[config.mk]
export PLATFORM = sky130hd
export DESIGN_NAME = prio_intc
export DESIGN_NICKNAME = d
export VERILOG_FILES = /design/src/rtl/intc_pkg.sv /design/src/rtl/intc_regs.sv /design/src/rtl/intc_prio_map.sv /design/src/rtl/intc_arbiter.sv /design/src/rtl/prio_intc.sv
export SDC_FILE = /design/constraint.sdc
export NUM_CORES = 1
export LEC_CHECK = 0
export BUFFER_PORTS_ARGS = -buffer_cell sky130_fd_sc_hd__buf_4
export CAP_MARGIN = 20
export CORE_UTILIZATION = 60
export DETAILED_ROUTE_END_ITERATION = 10
export GPL_TIMING_DRIVEN = 0
export PLACE_DENSITY = 0.82
export SYNTH_ARGS = -nofsm -noshare
export SYNTH_HDL_FRONTEND = slang
export SYNTH_SLANG_ARGS = --single-unit
[constraint.sdc]
create_clock -name clk -period 46.4 [get_ports clk]
set_input_delay 2.32 -clock clk [delete_from_list [all_inputs] [get_ports clk]]
set_output_delay 2.32 -clock clk [all_outputs]
set_load 0.01 [all_outputs]
[src/rtl/intc_pkg.sv]
package intc_pkg;

    localparam int NSRC    = 28;
    localparam int PW      = 4;
    localparam int CW      = 12;
    localparam int RW      = 16;
    localparam int AW      = 5;
    localparam int NPREG   = 3;
    localparam int EN_HI_W = NSRC - RW;

    localparam logic [AW-1:0] OFS_CTRL  = 5'h00;
    localparam logic [AW-1:0] OFS_PRA   = 5'h04;
    localparam logic [AW-1:0] OFS_PRB   = 5'h08;
    localparam logic [AW-1:0] OFS_PRC   = 5'h0C;
    localparam logic [AW-1:0] OFS_EN_LO = 5'h10;
    localparam logic [AW-1:0] OFS_EN_HI = 5'h14;

    // Where a source takes its priority from
    typedef enum logic [1:0] {
        SEL_FIX = 2'd0,
        SEL_A   = 2'd1,
        SEL_B   = 2'd2,
        SEL_C   = 2'd3
    } prio_sel_e;

    typedef struct packed {
        prio_sel_e     sel;
        logic [1:0]    nib;
        logic [PW-1:0] fixed;
        logic [CW-1:0] code;
    } src_desc_t;

    typedef struct packed {
        logic          valid;
        logic [CW-1:0] code;
    } winner_t;

    function automatic src_desc_t mk(prio_sel_e s, int n, int f, int c);
        src_desc_t d;
        d.sel   = s;
        d.nib   = 2'(n);
        d.fixed = PW'(f);
        d.code  = CW'(c);
        return d;
    endfunction

    // Fixed source order; index decides equal-priority ties (larger wins)
    function automatic src_desc_t src_desc(int idx);
        case (idx)
            0:  return mk(SEL_FIX, 0, 15 - 9,  'h320);
            1:  return mk(SEL_FIX, 0, 15 - 11, 'h360);
            2:  return mk(SEL_FIX, 0, 15 - 13, 'h3A0);
            3:  return mk(SEL_C, 0, 0, 'h600);
            4:  return mk(SEL_C, 3, 0, 'h620);
            5:  return mk(SEL_C, 2, 0, 'h640);
            6:  return mk(SEL_C, 2, 0, 'h660);
            7:  return mk(SEL_C, 2, 0, 'h680);
            8:  return mk(SEL_C, 2, 0, 'h6A0);
            9:  return mk(SEL_C, 2, 0, 'h6C0);
            10: return mk(SEL_A, 3, 0, 'h400);
            11: return mk(SEL_A, 2, 0, 'h420);
            12: return mk(SEL_A, 1, 0, 'h440);
            13: return mk(SEL_A, 1, 0, 'h460);
            14: return mk(SEL_A, 0, 0, 'h480);
            15: return mk(SEL_A, 0, 0, 'h4A0);
            16: return mk(SEL_A, 0, 0, 'h4C0);
            17: return mk(SEL_B, 1, 0, 'h4E0);
            18: return mk(SEL_B, 1, 0, 'h500);
            19: return mk(SEL_B, 1, 0, 'h520);
            20: return mk(SEL_B, 1, 0, 'h540);
            21: return mk(SEL_C, 1, 0, 'h700);
            22: return mk(SEL_C, 1, 0, 'h720);
            23: return mk(SEL_C, 1, 0, 'h740);
            24: return mk(SEL_C, 1, 0, 'h760);
            25: return mk(SEL_B, 3, 0, 'h560);
            26: return mk(SEL_B, 2, 0, 'h580);
            default: return mk(SEL_A, 2, 0, 'h5A0);
        endcase
    endfunction

endpackage

[src/rtl/intc_regs.sv]
module intc_regs
    import intc_pkg::*;
(
    input  logic                       clk,
    input  logic                       rst,
    input  logic                       wr_i,
    input  logic [AW-1:0]              addr_i,
    input  logic [RW-1:0]              wdata_i,
    output logic [RW-1:0]              rdata_o,
    output logic [NPREG-1:0][RW-1:0]   prio_regs_o,
    output logic [NSRC-1:0]            en_o
);

    logic [RW-1:0]            ctrl_q;
    logic [NPREG-1:0][RW-1:0] prio_q;
    logic [NSRC-1:0]          en_q;

    always_ff @(posedge clk) begin
        if (rst) begin
            ctrl_q <= '0;
            prio_q <= '0;
            en_q   <= '1;
        end else if (wr_i) begin
            case (addr_i)
                OFS_CTRL:  ctrl_q    <= wdata_i;
                OFS_PRA:   prio_q[0] <= wdata_i;
                OFS_PRB:   prio_q[1] <= wdata_i;
                OFS_PRC:   prio_q[2] <= wdata_i;
                OFS_EN_LO: en_q[RW-1:0] <= wdata_i;
                OFS_EN_HI: en_q[NSRC-1:RW] <= wdata_i[EN_HI_W-1:0];
                default: ;
            endcase
        end
    end

    always_comb begin
        case (addr_i)
            OFS_CTRL:  rdata_o = ctrl_q;
            OFS_PRA:   rdata_o = prio_q[0];
            OFS_PRB:   rdata_o = prio_q[1];
            OFS_PRC:   rdata_o = prio_q[2];
            OFS_EN_LO: rdata_o = en_q[RW-1:0];
            OFS_EN_HI: rdata_o = {{(RW-EN_HI_W){1'b0}}, en_q[NSRC-1:RW]};
            default:   rdata_o = '0;
        endcase
    end

    assign prio_regs_o = prio_q;
    assign en_o        = en_q;

endmodule

[src/rtl/intc_prio_map.sv]
module intc_prio_map
    import intc_pkg::*;
(
    input  logic [NPREG-1:0][RW-1:0]  prio_regs_i,
    output logic [NSRC-1:0][PW-1:0]   prio_o,
    output logic [NSRC-1:0][CW-1:0]   code_o
);

    for (genvar i = 0; i < NSRC; i++) begin : g_src
        localparam src_desc_t D = src_desc(i);
        assign code_o[i] = D.code;
        if (D.sel == SEL_FIX) begin : g_fix
            assign prio_o[i] = D.fixed;
        end else begin : g_reg
            localparam int RIDX = int'(D.sel) - 1;
            localparam int LSB  = int'(D.nib) * PW;
            assign prio_o[i] = prio_regs_i[RIDX][LSB +: PW];
        end
    end

endmodule

[src/rtl/intc_arbiter.sv]
module intc_arbiter
    import intc_pkg::*;
(
    input  logic [NSRC-1:0]           req_i,
    input  logic [NSRC-1:0]           en_i,
    input  logic [NSRC-1:0][PW-1:0]   prio_i,
    input  logic [NSRC-1:0][CW-1:0]   code_i,
    input  logic [PW-1:0]             mask_i,
    input  logic                      block_i,
    output winner_t                   win_o
);

    logic [NSRC-1:0] elig;
    logic [PW-1:0]   best_p;

    for (genvar i = 0; i < NSRC; i++) begin : g_elig
        assign elig[i] = req_i[i] && en_i[i] && (prio_i[i] > mask_i) && !block_i;
    end

    // Ascending scan with >= so a later index takes equal-priority ties
    always_comb begin
        best_p      = '0;
        win_o.valid = 1'b0;
        win_o.code  = '0;
        for (int i = 0; i < NSRC; i++) begin
            if (elig[i] && (!win_o.valid || prio_i[i] >= best_p)) begin
                win_o.valid = 1'b1;
                best_p      = prio_i[i];
                win_o.code  = code_i[i];
            end
        end
    end

endmodule

[src/rtl/prio_intc.sv]
module prio_intc
    import intc_pkg::*;
(
    input  logic                 clk,
    input  logic                 rst,
    input  logic [NSRC-1:0]      src_req_i,
    input  logic [PW-1:0]        cpu_mask_i,
    input  logic                 cpu_block_i,
    input  logic                 reg_wr_i,
    input  logic [AW-1:0]        reg_addr_i,
    input  logic [RW-1:0]        reg_wdata_i,
    output logic [RW-1:0]        reg_rdata_o,
    output logic                 irq_valid_o,
    output logic [CW-1:0]        irq_code_o,
    output logic                 irq_accept_o
);

    logic [NPREG-1:0][RW-1:0] prio_regs;
    logic [NSRC-1:0]          en;
    logic [NSRC-1:0][PW-1:0]  prio;
    logic [NSRC-1:0][CW-1:0]  codes;
    winner_t                  win;
    winner_t                  out_q;
    logic                     stb_q;

    intc_regs u_regs (
        .clk        (clk),
        .rst        (rst),
        .wr_i       (reg_wr_i),
        .addr_i     (reg_addr_i),
        .wdata_i    (reg_wdata_i),
        .rdata_o    (reg_rdata_o),
        .prio_regs_o(prio_regs),
        .en_o       (en)
    );

    intc_prio_map u_map (
        .prio_regs_i(prio_regs),
        .prio_o     (prio),
        .code_o     (codes)
    );

    intc_arbiter u_arb (
        .req_i  (src_req_i),
        .en_i   (en),
        .prio_i (prio),
        .code_i (codes),
        .mask_i (cpu_mask_i),
        .block_i(cpu_block_i),
        .win_o  (win)
    );

    always_ff @(posedge clk) begin
        if (rst) begin
            out_q <= '0;
            stb_q <= 1'b0;
        end else begin
            out_q <= win;
            stb_q <= win.valid && (!out_q.valid || (win.code != out_q.code));
        end
    end

    assign irq_valid_o  = out_q.valid;
    assign irq_code_o   = out_q.code;
    assign irq_accept_o = stb_q;

endmodule

# Word-level counts from Yosys, hierarchy flattened
# Index checks and enable logic that the tools add are counted.
# totals
wordCells	288
input_bits	57
reg_bits	106
out_inout_bits	30
# classes
reduce_logical	176
eq_ne	6
order_cmp	41
muxes	56
# ops
operator	n
13-bit 2-to-1 mux	28
1-bit logical AND	112
4-bit greater-or-equal comparator	24
4-bit 2-to-1 mux	24
16-bit one-hot mux with 6 select lines	1
4-bit greater-than comparator	11
1-bit zero test	29
1-bit logical OR	28
12-bit inequality test	1
2-bit AND reduction	6
5-bit by 4-bit equality test with 1-bit output (second input constant)	2
5-bit equality test (second input constant)	2
3-bit 2-to-1 mux	3
3-bit by 4-bit greater-than comparator with 1-bit output (first input constant)	2
5-bit by 3-bit equality test with 1-bit output (second input constant)	1
5-bit zero test	1
4-bit by 3-bit greater-or-equal comparator with 1-bit output	1
2-bit by 4-bit greater-than comparator with 1-bit output (first input constant)	1
2-bit by 3-bit greater-or-equal comparator with 1-bit output (first input constant)	1
3-bit greater-or-equal comparator (first input constant)	1

# Logic depth before layout (Yosys ltp)
# depth
ltp_word	115
mapped_depth	209
ltp_nobuf	204

# By module
# From an unflattened synthesis, not the netlist that was laid out.
# unflattened
hier_cells	2638
hier_area_um2	19785.2
# by_module_without_submodules
module	cells_each	n_inst	seq_area_each_um2	area_each_um2
intc_arbiter	1710	1	0.0	11509.8
intc_regs	433	1	1841.8	4403.0
intc_prio_map	450	1	0.0	3370.7
prio_intc	45	1	280.3	501.7

# Worst setup path before layout
# Ideal clock, no wire load.
# synth_path
kind	input port to flip-flop
from	in cpu_mask_i[1]
to	reg stb_q (netlist: irq_accept_o)
stages	194
arrival_time_ns	40.784
setup_time_ns	0.139
n_path_buf	5
t_required_ns	46.261
path_slack_ns	5.477
path_cell_list	inv_1 o2111ai_1 o21ai_0 ha_1 inv_1 o21ai_0 a211o_1 o21ai_2 mux2_2 inv_1 ha_1 a211o_1 a31oi_1 o21ai_1 nand2_1 nand2_1 o21ai_0 ha_1 [... 158 more ...] a21o_1 a21o_1 a21oi_1 a21o_1 buf_2 mux2_2 ha_1 nand2b_1 a21o_1 a21o_1 a21oi_1 a21o_1 nand2_1 mux2_2 o22ai_1 nand2_1 a221oi_1 a41oi_2
# synth_via
elab_chain_len	115
word_cells_on_any_way	236
classes_between	order compare: 41; eq/ne: 1; mux: 55; reduce/logical: 139
# synth_rtl
item	line_no	source
from (decl)	prio_intc.sv:7	input logic [PW-1:0] cpu_mask_i,
3-bit by 4-bit greater-than comparator with 1-bit output	intc_arbiter.sv:17	assign elig[i] = req_i[i] && en_i[i] && (prio_i[i] > mask_i) && !block_i;
1-bit logical AND (2 in series)	intc_arbiter.sv:17	
3-bit 2-to-1 mux or 13-bit 2-to-1 mux (tied branches)	intc_arbiter.sv:26	if (elig[i] && (!win_o.valid || prio_i[i] >= best_p)) begin
3-bit greater-or-equal comparator or 1-bit zero test (tied branches)	intc_arbiter.sv:26	
1-bit logical OR	intc_arbiter.sv:26	
1-bit logical AND	intc_arbiter.sv:26	
3-bit 2-to-1 mux or 13-bit 2-to-1 mux (tied branches)	intc_arbiter.sv:26	
2-bit by 3-bit greater-or-equal comparator with 1-bit output or 1-bit zero test (tied branches)	intc_arbiter.sv:26	
[... 98 more ...]	n/a	
4-bit 2-to-1 mux or 13-bit 2-to-1 mux (tied branches)	intc_arbiter.sv:26	
4-bit greater-or-equal comparator or 1-bit zero test (tied branches)	intc_arbiter.sv:26	
1-bit logical OR	intc_arbiter.sv:26	
1-bit logical AND	intc_arbiter.sv:26	
13-bit 2-to-1 mux *	intc_arbiter.sv:26	
12-bit inequality test	prio_intc.sv:59	stb_q <= win.valid && (!out_q.valid || (win.code != out_q.code));
1-bit logical OR	prio_intc.sv:59	
1-bit logical AND *	prio_intc.sv:59	
to (signal assigned)	prio_intc.sv:59	
to (decl)	prio_intc.sv:24	logic stb_q;
# Mark *: on every way between the ends. The rest lies on a longest branch, timed or not.
# A chain may end at the register's enable or synchronous reset.

# Worst setup path after layout
# layout_path
from	in cpu_mask_i[0]
to	reg stb_q (netlist: irq_accept_o)
# The elaborated chain is that of the path after synthesis.

==> flow_summary.rst <==
.. list-table::
   :header-rows: 1

   * - Metric
     - Value
   * - Final Non-Filler Cells
     - 1661
   * - Final count of negative-setup-slack endpoints
     - 0
   * - Cell at the root of the clock tree
     - sky130_fd_sc_hd__clkbuf_16
   * - Synth Area in XOR/XNOR
     - 0.00176
   * - Post-route clock period utilization
     - 0.953
   * - Ratio of routed vias to standard cells
     - 6.56
   * - Clock slew seen by the registers of the worst setup and hold paths
     - 70 ps
   * - Final-report max-slew violation count
     - 0
   * - Final hold vios
     - 0
   * - DRC
     - 0
   * - Worst-case clock skew
     - 6.72 ps
   * - Portion of the post-synthesis area used by sequential elements
     - 0.201
   * - Aggregate routed wire length
     - 34.3 mm
   * - Depth of the CTS H-tree
     - 3
   * - Hold_ws
     - 457 ps
   * - Share of cell area taken by muxes after synthesis
     - 0.0771
   * - Worst vdd rail ir drop
     - 0.0226 mV
   * - Post-route worst setup slack
     - 2170 ps
   * - X dimension of the die
     - 131 um
   * - Remaining global-route overflow
     - 0
   * - Adder and majority cell fraction of the synthesized area
     - 0.158
   * - Number of global-route vias before repair
     - 9692
   * - Post-synthesis compound-gate area fraction
     - 0.258
   * - Starting density of the core
     - 0.621
   * - GPL Wtd Cong
     - 1.00
   * - Number of placed I/O pins
     - 87
   * - Final min period
     - 44230 ps
   * - Uppermost signal routing layer after detailed routing
     - met5
   * - Routed vias
     - 10900
   * - Worst path required time
     - 46610 ps
   * - HPWL Detailed
     - 26.4 mm
   * - Number of enable-type register cells in the synthesized netlist
     - 0
   * - Number of different library cells in the post-synthesis netlist
     - 95
   * - Length of routed wiring on met1
     - 14.0 mm
   * - Fraction of synthesized cell area taken by the top area cell type
     - 0.201
   * - Hold Buf Count CTS
     - 0
   * - Cell seen most often among critical-path stages
     - sky130_fd_sc_hd__ha_1
   * - Min-delay worst type
     - reg2reg
   * - Total of max-cap violations
     - 0
   * - Outcome
     - completed
   * - Critical-path maximum fanout
     - 12
   * - Power after layout
     - 0.000224 W
   * - Slowest cell on crit path
     - sky130_fd_sc_hd__or3b_2
   * - Die footprint
     - 17100 sq um
   * - Average cell area after synthesis
     - 7.49 sq um
   * - Cell area after synthesis
     - 9970 sq um
   * - Routed wire length on met2
     - 14.9 mm
   * - Largest stage delay, worst path
     - 440 ps
   * - Area contributors post-synth
     - sky130_fd_sc_hd__dfxtp_1 (20%), sky130_fd_sc_hd__ha_1 (16%), sky130_fd_sc_hd__nand2_1 (9.7%), sky130_fd_sc_hd__a21oi_1 (5.9%), sky130_fd_sc_hd__mux2i_1 (3.8%)
   * - Fraction of layout instances using a drive strength above 1
     - 0.140
   * - Placeable core region
     - 16100 sq um
   * - Capturing element type of the critical path
     - flop
   * - Ant. Diodes
     - 0
   * - Total Nets Final
     - 1622
   * - Cell count after synthesis
     - 1332
   * - Vertical die dimension
     - 131 um
   * - Met3 WL post-DR
     - 3.53 mm
   * - Number of placement rows
     - 46
   * - Arrival time reported for the critical path endpoint
     - 44450 ps
   * - Leakage power
     - 4.81 nW
   * - Number of nets still failing antenna checks after routing
     - 0
   * - Growth of design area from synthesis to finish
     - 13.9%
   * - Synth Register Bits
     - 100
   * - Asr flop ratio synth
     - 0
   * - Synth Warn #
     - 0
   * - Total clock buffers created by CTS
     - 9
   * - Global-route total usage across every layer
     - 0.396
   * - Power density cells
     - 19.7 nW/um^2
   * - Total negative slack
     - 0 ps
   * - Least-Margin Pin Slew
     - 1040 ps
   * - Number of I/O port buffers
     - 79
   * - Critical Setup Path Class
     - in2reg
   * - Pre-CTS setup slack
     - -875 ps
   * - Number of antenna violations at the first check in global routing
     - 1
   * - CTS Buffer Depth
     - 2
   * - Drt first pass iters
     - 6
   * - Largest family of logic cells by synthesized area
     - compound AO/OA/AOI/OAI gates
   * - Simple-gate portion of the synthesized area
     - 0.253
   * - Relative slew slack
     - 0.299
   * - Clock tree from TritonCTS
     - built
   * - Global-route wire length before repair
     - 51.3 mm
   * - Fmax
     - 22.6 MHz
   * - Clk sinks
     - 100
   * - Routed WL per cell
     - 20.6 um
   * - 1st-iter DRT viols
     - 1151
   * - Top flip-flop cell by instance count after synthesis
     - sky130_fd_sc_hd__dfxtp_1
   * - Worst setup SP type
     - input port
   * - Area leader, netlist
     - sky130_fd_sc_hd__dfxtp_1
   * - Instance count after placement with tap cells included
     - 1632
   * - Number of fill cells
     - 1345
   * - Maximum number of pins on one net before global-route repair
     - 17
   * - Skew-Pair Late Insertion Delay
     - 350 ps
metal layers:
metal,global-route usage,up-vias
li1,-,5041
met2,0.617,629
met4,0.199,2
met5,0,-
met1,0.524,5105
met3,0.0692,122
placed cells by master (no fill, tap or decap), drive strengths merged, types with 14 or more instances in the layout:
cell type  synthesis  final
buf               15    108
and3              18     18
a221oi            14     14
nor3              18     18
a21oi            120    120
mux2              33     33
dfxtp            100    100
nor2b             21     21
mux2i             39     39
nor2              68     68
o21a              17     17
nand3b            30     30
o21ai             82     82
nand3             21     21
nand2b            32     32
nand2            259    259
inv               66     66
a21o              21     21
clkbuf            47     57
ha               124    124
and2              15     15
power by group:
group	internal [W]	total, W	switching, W
combinational	0.0000236	0.0000580	0.0000344
sequential	0.0000873	0.0000892	0.00000186
clock	0.0000433	0.0000772	0.0000339
total	0.000154	0.000224	0.0000701
path summary, 6_finish.rpt:
check / to / slack [ps] / cells past startpoint / from
worst max-delay path: irq_accept_o / 2170 / 195 / cpu_mask_i[0]
worst min register to register: u_regs.ctrl_q[3] / 460 / 2 / u_regs.ctrl_q[3]
worst max register to register: irq_accept_o / 4160 / 193 / u_regs.en_o[2]
worst min-delay path: u_regs.ctrl_q[3] / 460 / 2 / u_regs.ctrl_q[3]
layout make-up:
cell class                      count  area [sq um]  area share
Clock inverter                      5          60.1     0.00528
Sequential cell                   100          2000       0.176
Timing Repair Buffer               93           698      0.0614
Inverter                           67           259      0.0228
Tap cell                          216           270      0.0238
Clock buffer                       10           239      0.0210
Multi-Input combinational cell   1108          7570       0.666
Buffer                             62           267      0.0235
kinds of logic after synthesis:
| group | after synthesis |
|---|---|
| other | 1 |
| muxes | 72 |
| DFF | 100 |
| xor gates and xnor gates | 2 |
| AOI/OAI and AO/OA | 377 |
| and+or+nand+nor | 525 |
| adders and majority gates | 126 |
| buffers and inverters | 129 |
critical path, delay by kind of cell:
family	cells	cell delay (ps)
AOI/OAI and AO/OA	86	18310
adders and majority gates	27	7530
buffers and inverters	12	1760
muxes	18	6700
and+or+nand+nor	52	7780
timing repair:
action	in CTS	in global routing
endpoints found under the setup margin	4	7
setup buffers	0	14
resized for setup	4	29
pin swaps	0	6
synth_stat cells, drive strengths merged, types with 7 or more instances:
| cell type | count |
|---|---|
| nand2 | 259 |
| ha | 124 |
| a21oi | 120 |
| dfxtp | 100 |
| o21ai | 82 |
| nor2 | 68 |
| inv | 66 |
| clkbuf | 47 |
| mux2i | 39 |
| mux2 | 33 |
| nand2b | 32 |
| nand3b | 30 |
| a21o | 21 |
| nand3 | 21 |
| nor2b | 21 |
| and3 | 18 |
| nor3 | 18 |
| o21a | 17 |
| and2 | 15 |
| buf | 15 |
| a221oi | 14 |
| nand4 | 12 |
| a31oi | 10 |
| o211ai | 10 |
| a22oi | 9 |
| o2111ai | 7 |
registers in the layout, summed over array words and instances (netlist names):
name,count
u_regs.ctrl_q,16
u_regs.prio_regs_o,48
u_regs.en_o,28
irq_accept_o,1
irq_valid_o,1
irq_code_o,6
stage by stage:
stage                     area [sq um]  utilization
after global routing             11400        0.708
after global placement           10900        0.676
after CTS                        11200        0.696
after floorplan                   9990            -
after detailed placement         10900        0.676
final                            11400        0.708
(Power assumes the default switching activity.)
